### src/rtl/tdr_pkg.sv
// Package: shared capacity budgets for the tapped delay line.
// Assumes: exactly two budgets exist; CAP_SMALL and CAP_LARGE index them.
package tdr_pkg;

    typedef enum logic {
        CAP_SMALL = 1'b0,
        CAP_LARGE = 1'b1
    } cap_e;

    // Storage bits available under a budget.
    function automatic int cap_bits(input cap_e sel);
        return (sel == CAP_LARGE) ? 4608 : 576;
    endfunction

    // Widest memory word available under a budget.
    function automatic int cap_width(input cap_e sel);
        return (sel == CAP_LARGE) ? 36 : 18;
    endfunction

endpackage

### src/rtl/tdr_ptr.sv
// Module: circular word pointer. It steps by one on each advance and wraps
// from DEPTH-1 back to 0.
// Assumes: DEPTH >= 1 and PW is wide enough to hold DEPTH-1.
module tdr_ptr #(
    parameter int DEPTH = 16,
    parameter int PW    = 4
) (
    input  logic          clk,
    input  logic          rst_n,
    input  logic          adv,
    output logic [PW-1:0] ptr
);
    localparam logic [PW-1:0] LAST = PW'(DEPTH - 1);

    logic [PW-1:0] ptr_q;

    // Step the pointer with wrap-around; reset returns it to word 0.
    always_ff @(posedge clk) begin
        if (!rst_n)
            ptr_q <= '0;
        else if (adv)
            ptr_q <= (ptr_q == LAST) ? '0 : ptr_q + 1'b1;
    end

    assign ptr = ptr_q;
endmodule

### src/rtl/tdr_fill.sv
// Module: fill tracker. It counts accepted samples up to LIMIT and raises
// valid on the first accepted sample that already has LIMIT samples behind it.
// Assumes: LIMIT >= 1 and CW holds LIMIT.
module tdr_fill #(
    parameter int LIMIT = 64,
    parameter int CW    = 7
) (
    input  logic clk,
    input  logic rst_n,
    input  logic adv,
    output logic valid
);
    localparam logic [CW-1:0] LIM = CW'(LIMIT);

    logic [CW-1:0] cnt_q;
    logic          valid_q;

    // Saturating count of accepted samples since reset.
    always_ff @(posedge clk) begin
        if (!rst_n)
            cnt_q <= '0;
        else if (adv && cnt_q != LIM)
            cnt_q <= cnt_q + 1'b1;
    end

    // Valid flag, updated together with the tap register.
    always_ff @(posedge clk) begin
        if (!rst_n)
            valid_q <= 1'b0;
        else if (adv && cnt_q == LIM)
            valid_q <= 1'b1;
    end

    assign valid = valid_q;
endmodule

### src/rtl/tdr_ram.sv
// Module: single-port array with a registered read on the rising edge and a
// write on the falling edge. A read and a write to the same word within one
// period therefore see old data on the read and new data stored afterwards.
// Assumes: the caller keeps wr_* stable from the rising edge to the falling edge.
module tdr_ram #(
    parameter int DEPTH = 16,
    parameter int DW    = 32,
    parameter int AW    = 4
) (
    input  logic          clk,
    input  logic          rst_n,
    input  logic          rd_en,
    input  logic [AW-1:0] rd_addr,
    output logic [DW-1:0] rd_data,
    input  logic          wr_en,
    input  logic [AW-1:0] wr_addr,
    input  logic [DW-1:0] wr_data
);
    logic [DW-1:0] mem [DEPTH];
    logic [DW-1:0] rd_q;

    // Rising-edge read into the output register; reset clears the register only.
    always_ff @(posedge clk) begin
        if (!rst_n)
            rd_q <= '0;
        else if (rd_en)
            rd_q <= mem[rd_addr];
    end

    // Falling-edge write of the word assembled during the first half period.
    always_ff @(negedge clk) begin
        if (wr_en)
            mem[wr_addr] <= wr_data;
    end

    assign rd_data = rd_q;
endmodule

### src/rtl/tapped_delay_ram.sv
// Module: top of the tapped delay line. It holds W x M x N bits of history in
// one RAM of M words of N lanes. Each accepted sample reads the word at the
// pointer (rising edge), presents it as the taps, and writes it back moved up
// one lane with the new sample in lane 0 (falling edge).
// Assumes: W, M, N >= 1, and the configuration fits the budget chosen by CAP.
module tapped_delay_ram
    import tdr_pkg::*;
#(
    parameter int   W   = 8,
    parameter int   M   = 16,
    parameter int   N   = 4,
    parameter cap_e CAP = CAP_LARGE
) (
    input  logic           clk,
    input  logic           rst_n,
    input  logic           shift_en,
    input  logic [W-1:0]   din,
    output logic [N*W-1:0] taps,
    output logic           tap_valid
);
    localparam int DW    = N * W;
    localparam int PW    = (M > 1) ? $clog2(M) : 1;
    localparam int FILL  = N * M;
    localparam int CW    = $clog2(FILL + 1);
    localparam int BITS  = W * M * N;

    // reject configurations outside the selected budget.
    generate
        if (BITS > cap_bits(CAP)) begin : g_bits_err
            $error("tapped_delay_ram: W*M*N exceeds the selected storage budget");
        end
        if (DW >= cap_width(CAP)) begin : g_width_err
            $error("tapped_delay_ram: N*W must stay below the selected word limit");
        end
    endgenerate

    logic [PW-1:0] ptr_q;
    logic [PW-1:0] wr_addr_q;
    logic          wr_pend_q;
    logic [W-1:0]  din_l_q;
    logic [DW-1:0] rd_word;
    logic [DW-1:0] wr_word;

    // Pointer of the word used by the current sample.
    tdr_ptr #(.DEPTH(M), .PW(PW)) u_ptr (
        .clk   (clk),
        .rst_n (rst_n),
        .adv   (shift_en),
        .ptr   (ptr_q)
    );

    // Hold the write request for the falling edge of the same period.
    always_ff @(posedge clk) begin
        if (!rst_n) begin
            wr_pend_q <= 1'b0;
            wr_addr_q <= '0;
            din_l_q   <= '0;
        end else begin
            wr_pend_q <= shift_en;
            if (shift_en) begin
                wr_addr_q <= ptr_q;
                din_l_q   <= din;
            end
        end
    end

    // Build the write-back word: lanes move up by one, the new sample enters lane 0.
    generate
        if (N == 1) begin : g_one_lane
            assign wr_word = din_l_q;
        end else begin : g_lanes
            assign wr_word = {rd_word[DW-W-1:0], din_l_q};
        end
    endgenerate

    // History storage with read-then-write inside one clock period.
    tdr_ram #(.DEPTH(M), .DW(DW), .AW(PW)) u_ram (
        .clk     (clk),
        .rst_n   (rst_n),
        .rd_en   (shift_en),
        .rd_addr (ptr_q),
        .rd_data (rd_word),
        .wr_en   (wr_pend_q),
        .wr_addr (wr_addr_q),
        .wr_data (wr_word)
    );

    // Validity tracking.
    tdr_fill #(.LIMIT(FILL), .CW(CW)) u_fill (
        .clk   (clk),
        .rst_n (rst_n),
        .adv   (shift_en),
        .valid (tap_valid)
    );

    assign taps = rd_word;
endmodule

### config.mk
export PLATFORM = sky130hd
export DESIGN_NAME = tapped_delay_ram
export DESIGN_NICKNAME = d
export VERILOG_FILES = /design/src/rtl/tdr_pkg.sv /design/src/rtl/tdr_ptr.sv /design/src/rtl/tdr_fill.sv /design/src/rtl/tdr_ram.sv /design/src/rtl/tapped_delay_ram.sv
export SDC_FILE = /design/constraint.sdc
export NUM_CORES = 1
export LEC_CHECK = 0
export BUFFER_PORTS_ARGS = -buffer_cell sky130_fd_sc_hd__buf_2
export CORE_MARGIN = 10
export CORE_UTILIZATION = 63
export DETAILED_ROUTE_END_ITERATION = 16
export GPL_TIMING_DRIVEN = 1
export PLACE_DENSITY = 0.91
export SLEW_MARGIN = 10
export SYNTH_ARGS = -nofsm -noshare
export SYNTH_HDL_FRONTEND = slang
export SYNTH_HIERARCHICAL = 1
export SYNTH_SLANG_ARGS = --single-unit
### constraint.sdc
create_clock -name clk -period 6.1 [get_ports clk]
set_input_delay 0.305 -clock clk [delete_from_list [all_inputs] [get_ports clk]]
set_output_delay 0.305 -clock clk [all_outputs]
set_load 0.03 [all_outputs]
==> summary.md, run 1 <==
| Metric | Value |
|---|---|
| Transition time at the pin with the least slew margin | `between 1000 and 1500 ps` |
| Maximum number of pins on one net before global-route repair | `around 130` |
| Total gr overflow | `0` |
| Source of the worst register-to-register timing path | `wr_addr_q[1]` |
| Count of antenna-violating nets left after detailed routing | `0` |
| Number of antenna cells inserted | `0` |
| #FFs+latches synth | `569` |
| Count of vias placed by the detailed router | `between 15000 and 20000` |
| Number of I/O port buffers | `43` |
| Highest fanout seen on the critical path | `17` |
| Most frequent cells in the layout | `inv_1 (520), edfxtp_1 (512), mux2i_1 (269)` |
| Post-detail-place hpwl | `~28 mm` |
| Worst path setup slack after routing | `approximately 800 ps` |
| Number of instances in the synthesized netlist | `about 1300` |
| Seq pwr share | `a little over two fifths` |
| Clock share of power | `a little over half` |
| Total CTS buffers | `55` |
| Setup violation total in the final timing report | `0` |
| Number of buffers on the longest clock path | `3` |
| Worst endpoint data arrival time | `2540 ps` |
| Initial standard-cell utilization of the core | `63.8%` |
| Max-capacitance violation count | `0` |
| H-tree depth reported by CTS | `2` |
| Worst relative slew slack | `between 20 and 25%` |
| Ratio of routed vias to standard cells | `6.47` |
| Most common cell after layout, fill and taps aside | `inv_1` |
| Final-report hold violation count | `0` |
| Clk sinks | `between 500 and 600` |
| Worst setup slack before clock tree synthesis | `943 ps` |
| Category of the worst setup path capture point | `flop` |
| Drt pass-1 iters | `7` |
| Area added between synthesis and finish | `20.9%` |
| Ports placed on the boundary | `44` |
| Number of enable-type register cells in the synthesized netlist | `512` |
| Horizontal die dimension | `between 200 and 250 um` |
| Setup repair after global routing missed its margin | `false` |
| Required time at the worst-slack endpoint | `roughly 3300 ps` |
| Post-route core utilization | `77.2%` |
| Total detailed-routing wirelength | `roughly 66 mm` |
| Leading area contributor after synthesis | `edfxtp_1` |
| Area of the die | `approximately 0.043 mm^2` |
| Final net count | `~1900` |
| Proportion of layout cells with a drive suffix above 1 | `about a tenth` |
| Worst setup path class | `flop to flop` |
| Sequential area share after synthesis | `approximately three quarters` |
| Worst-Skew Late Latency | `around 700 ps` |
| Leakage power figure | `around 11 nW` |
| GPL Wtd Cong | `around 0.83` |
| Standard cell core area | `around 0.034 mm^2` |
| Power per cell area | `383 mW/mm^2` |
| Min-Delay Endpoint | `din_l_q[4]` |
| YS warnings | `6` |
| Starting DRT DRC Count | `~2700` |
| Depth of the most critical reg-to-reg path | `3` |
| Setup_tns | `0 ps` |
| Height of the chip | `a little over 200 um` |
| Site Rows | `~70` |
| Worst-case register-to-register setup slack | `around 800 ps` |
| Worst hold path startpoint | `din[4]` |
| Synth Area per Inst | `about 17 um^2` |
| Setup crit start kind | `flop` |
| Setup clock skew after layout | `approximately 120 ps` |
| Worst IR Drop VDD | `around 0.00024 V` |
| Async set-reset flop share out of synthesis | `0%` |
| Number of nets produced by synthesis | `roughly 1300` |
| Total track usage | `a little under a third` |
| Cell depth of the worst hold path | `3` |
| Summed instance area of the synthesized netlist | `around 0.022 mm^2` |
| Top_reg_cell synth | `edfxtp_1` |
| Combinational share of power | `about 2.8%` |
| Initial antenna violation count | `0` |
| First-pass GRT wire length | `98.7 mm` |
| Cts repair resizes | `0` |
| Number of DRC violations after detailed routing | `0` |
| Post-synth top area share | `between 60% and 70%` |
| Count of final max-slew check failures | `0` |
| Switching part of the total | `30.3%` |
| DR WL/cell | `about 27 um` |
| Power spent charging and discharging nets | `a little over 0.003 W` |
| Total Power | `approximately 0.010 W` |
| HP Class | `primary input to flop` |
| P_int | `~0.0071 W` |
| Number of library cell types mapped by synthesis | `42` |
| Via count of the first global-routing pass | `around 16000` |
| Reg clk slew, reported paths | `approximately 70 ps` |
| Cell at the root of the clock tree | `clkbuf_16` |
| Status | `completed` |
| Critical R2R Capture | `u_ram/mem[15][15]` |
| Area contributors post-synth | `edfxtp_1 (70%), mux2i_1 (12%), dfxtp_1 (5.2%), nand3_1 (2.3%), a22oi_1 (2.2%)` |
| TritonCTS clock tree | `yes` |
## synth_stat cells (2+ instances only)
cell type and n:
edfxtp_1 512, mux2i_1 269, nand2_1 102, nand3_1 100, a21oi_1 65, a22oi_1 64
dfxtp_1 57, clkbuf_1 28, nor2b_1 19, buf_6 15, nor2_1 12, buf_4 10
buf_2 8, buf_12 6, nand4_1 6, nand3b_1 5, and2_1 4, nand2b_1 4
nor3_1 4, a21boi_1 3, ha_1 3, inv_1 3, xnor2_1 3, a31oi_1 2
buf_1 2, o21ai_0 2, or3_1 2
## layer usage
| layer | track usage, % | vias up | part of all wire, % |
|---|---|---|---|
| met2 | 49.8 | 1622 | 48 |
| met3 | 8.15 | 345 | 14 |
| li1 | - | 6268 | - |
| met5 | 0 | - | 0 |
| met4 | 20.8 | 0 | 7.1 |
| met1 | 36.5 | 7288 | 31 |
## area by class of cell
cell class	count	area (um^2)
fill	1534	7860
clock buffer	66	1530
tap	455	569
inverter	2	7.51
clock inverter	548	2370
timing repair buffer	76	503
sequential	569	16500
multi-input combinational	682	5100
## sequential cells by signal, summed over array words and instances, names as in the netlist
register       count
u_ram/mem        512
u_fill/cnt_q       7
din_l_q            8
wr_pend_q          1
u_fill/valid       1
u_ptr/ptr          4
wr_addr_q          4
u_ram/rd_data     32
## worst max-delay path: stages, from the launching register on
cell	delay, ps
dfxtp_1	680
nand2_1	420
nor2_4	460
buf_4	360
## cells by family after synthesis
group / Yosys count / synth area share [%]
AO/OA/AOI/OAI: 141 / 4.07
XOR/XNOR: 3 / 0.119
adder cells (fa/ha/maj): 3 / 0.171
buffers and inverters: 74 / 2.50
flip-flops: 569 / 75.1
multiplexers: 269 / 12.2
AND/OR/NAND/NOR: 266 / 5.81
## what timing repair did
item,4_1_cts,5_1_grt
hold endpoints to repair,6,0
hold buffers,6,0
setup buffers,0,0
## per-stage QoR
step / hold WS, ps / instances / cell area [um^2]
global route: 19.9 / 2398 / 26600
global placement: 430 / 1779 / 22600
CTS: 3.76 / 2398 / 26600
floorplan: 427 / 1325 / 22000
detailed placement: 444 / 1779 / 22600
finish: 0.553 / 2398 / 26600
## power by group through the flow
| stage | logic [W] | registers (W) | clock network [W] |
|---|---|---|---|
| 6_report | 0.000288 | 0.00449 | 0.00543 |
| 3_5_place_dp | 0.000258 | 0.00453 | 0.000497 |
| 4_1_cts | 0.000277 | 0.00448 | 0.00541 |
| 5_1_grt | 0.000296 | 0.00449 | 0.00581 |
| 2_1_floorplan | 0.000141 | 0.00450 | 0.000497 |
| 3_3_place_gp | 0.000250 | 0.00452 | 0.000497 |
## how the worst max path moves through the flow
stage                             from           endpoint  depth (start not counted)
after global routing      wr_addr_q[0]  u_ram/mem[15][15]                          3
after global placement    wr_addr_q[0]   u_ram/mem[1][15]                          3
after CTS                 wr_addr_q[0]  u_ram/mem[15][10]                          3
final                     wr_addr_q[1]  u_ram/mem[15][15]                          3
after detailed placement  wr_addr_q[0]  u_ram/mem[15][18]                          3
after floorplan              wr_pend_q    u_ram/mem[1][0]                          2
Note: power is estimated with default switching activity, not from simulation.
==> run 2, diff against run 1 <==
==> constraint.sdc (replaced) <==
create_clock -name clk -period 6.1 [get_ports clk]
set_input_delay 0.61 -clock clk [delete_from_list [all_inputs] [get_ports clk]]
set_output_delay 0.61 -clock clk [all_outputs]
set_load 0.03 [all_outputs]
==> summary.md, run 2 (synthesis results as in run 1) <==
| Metric | Value |
|---|---|
| # placed instances | `1779 (unchanged)` |
| Power spent charging and discharging nets | `0.00310 W (about the same)` |
| Number of buffers on the longest clock path | `3 (unchanged)` |
| Worst-Skew Late Latency | `700 ps (about the same)` |
| Required time at the worst-slack endpoint | `3340 ps (about the same)` |
| Total track usage | `31.0% (about the same)` |
| Count of vias placed by the detailed router | `15500 (+0.077%)` |
| HP Class | `primary input to flop` |
| TritonCTS clock tree | `yes` |
| Initial standard-cell utilization of the core | `63.8% (unchanged)` |
| Number of I/O port buffers | `43 (unchanged)` |
| Ports placed on the boundary | `44 (unchanged)` |
| Worst relative slew slack | `19.3% (-2.8 points)` |
| Category of the worst setup path capture point | `flop` |
| Site Rows | `68 (unchanged)` |
| Count of final max-slew check failures | `0 (unchanged)` |
| Starting DRT DRC Count | `2652 (-3.4%)` |
| Cts repair resizes | `0 (unchanged)` |
| Number of antenna cells inserted | `0 (unchanged)` |
| GPL Wtd Cong | `0.827 (unchanged)` |
| Leakage power figure | `10.6 nW (-0.24%)` |
| Post-route core utilization | `77.0% (-0.17 points)` |
| Filler-free cell count of the finished design | `2392 (-0.25%)` |
| Dpl cell area | `0.0226 mm^2 (unchanged)` |
| Count of antenna-violating nets left after detailed routing | `0 (unchanged)` |
| Switching part of the total | `30.4% (about the same)` |
| Register containing the most flip-flops in the final layout | `u_ram/mem` |
| Ratio of routed vias to standard cells | `6.49 (+0.33%)` |
| P_int | `0.00710 W (about the same)` |
| Worst IR Drop VDD | `0.000243 V (-0.15%)` |
| Most common cell after layout, fill and taps aside | `inv_1` |
| Area of the multi-input gates | `0.00510 mm^2 (unchanged)` |
| Power per cell area | `384 mW/mm^2 (+0.23%)` |
| Most frequent cells in the layout | `inv_1 (520), edfxtp_1 (512), mux2i_1 (269)` |
| Proportion of layout cells with a drive suffix above 1 | `9.71% (+0.030 points)` |
| Area added between synthesis and finish | `20.7%` |
| Setup repair after global routing missed its margin | `false` |
| Seq pwr share | `44.0% (about the same)` |
| Transition time at the pin with the least slew margin | `1210 ps (+41.5 ps)` |
| Worst setup path class | `flop to flop` |
| Status | `completed` |
| Final net count | `1906 (-0.31%)` |
| Max-capacitance violation count | `0 (unchanged)` |
| DR WL/cell | `27.6 um (+0.47%)` |
| Hold slack | `277 ps (+277 ps)` |
| Cell at the root of the clock tree | `clkbuf_16` |
| Max reg flops | `512 (unchanged)` |
| Total detailed-routing wirelength | `66.0 mm (+0.22%)` |
| Via count of the first global-routing pass | `16300 (-0.18%)` |
| Reg clk slew, reported paths | `70 ps (about the same)` |
| Highest fanout seen on the critical path | `17 (unchanged)` |
| H-tree depth reported by CTS | `2 (unchanged)` |
| First-pass GRT wire length | `98.7 mm (about the same)` |
| Post-detail-place hpwl | `27.9 mm (unchanged)` |
| Height of the chip | `207 um (unchanged)` |
| Total CTS buffers | `55 (unchanged)` |
| Drt pass-1 iters | `6 (-1)` |
| Area of the die | `0.0428 mm^2 (unchanged)` |
| Final-report hold violation count | `0 (unchanged)` |
| Number of hold buffers added after CTS | `0 (-6)` |
| Worst endpoint data arrival time | `2550 ps (about the same)` |
| Total non-filler cell area in the finished layout | `0.0265 mm^2 (-0.23%)` |
| Setup violation total in the final timing report | `0 (unchanged)` |
| Clock share of power | `53.2% (about the same)` |
| Setup crit start kind | `flop` |
| Number of DRC violations after detailed routing | `0 (unchanged)` |
| Horizontal die dimension | `207 um (unchanged)` |
| Clk sinks | `569 (unchanged)` |
| Setup clock skew after layout | `113 ps (-2.18 ps)` |
| Setup_tns | `0 ps (unchanged)` |
| Post-CTS setup-driven buffer insertion count | `0 (unchanged)` |
| Fill cells | `1542 (+0.52%)` |
| Initial antenna violation count | `0 (unchanged)` |
| Combinational share of power | `2.8% (about the same)` |
| Sequential Area | `0.0165 mm^2 (unchanged)` |
| Maximum number of pins on one net before global-route repair | `132 (unchanged)` |
| Total gr overflow | `0 (unchanged)` |
| Standard cell core area | `0.0345 mm^2 (unchanged)` |
run 2: layout make-up:
| type | count | share of cell area (%) |
|---|---|---|
| flip-flops and latches | 569 | 62.2 |
| clock inverters | 548 | 8.93 |
| clock buffers | 66 | 5.77 |
| repair buffers | 70 | 1.67 |
| multi-input cells | 682 | 19.2 |
| inverters | 2 | 0.0283 |
| well taps | 455 | 2.14 |
run 2: power by group through the flow:
| stage | logic (W) | registers [W] | clock network (W) |
|---|---|---|---|
| 4_1_cts | 0.000275 | 0.00448 | 0.00541 |
| 6_report | 0.000285 | 0.00449 | 0.00543 |
| 2_1_floorplan | 0.000141 | 0.00450 | 0.000497 |
| 5_1_grt | 0.000293 | 0.00449 | 0.00581 |
| 3_3_place_gp | 0.000250 | 0.00452 | 0.000497 |
| 3_5_place_dp | 0.000258 | 0.00453 | 0.000497 |
run 2: routing by layer:
metal  wire length (um)  share of wire, %  vias up  GRT usage (%)
li1                   -                 -     6264              -
met1              21000                32     7307           36.4
met2              31600                48     1612           49.8
met3               8720                13      352           8.24
met4               4640               7.0        0           20.8
met5                  0                 0        -              0
run 2: path summary, 6_finish.rpt:
check | start | end | slack [ps] | cells past startpoint
setup / recovery | wr_addr_q[1] | u_ram/mem[15][15] | 790 | 3
hold / removal | din[6] | din_l_q[6] | 280 | 3
setup reg to reg | wr_addr_q[1] | u_ram/mem[15][15] | 790 | 3
hold reg to reg | u_ram/rd_data[27] | u_ram/rd_data[27] | 490 | 2
run 2: worst max-delay path: stages, from the launching register on:
cell and delay (ps):
dfxtp_1 690, nand2_1 420, nor2_4 460, buf_4 360
run 2: through the flow:
stage               power [W]  setup WS, ps
floorplan             0.00514           419
CTS                    0.0102           845
global route           0.0106           746
finish                 0.0102           791
global placement      0.00527          1060
detailed placement    0.00529           943
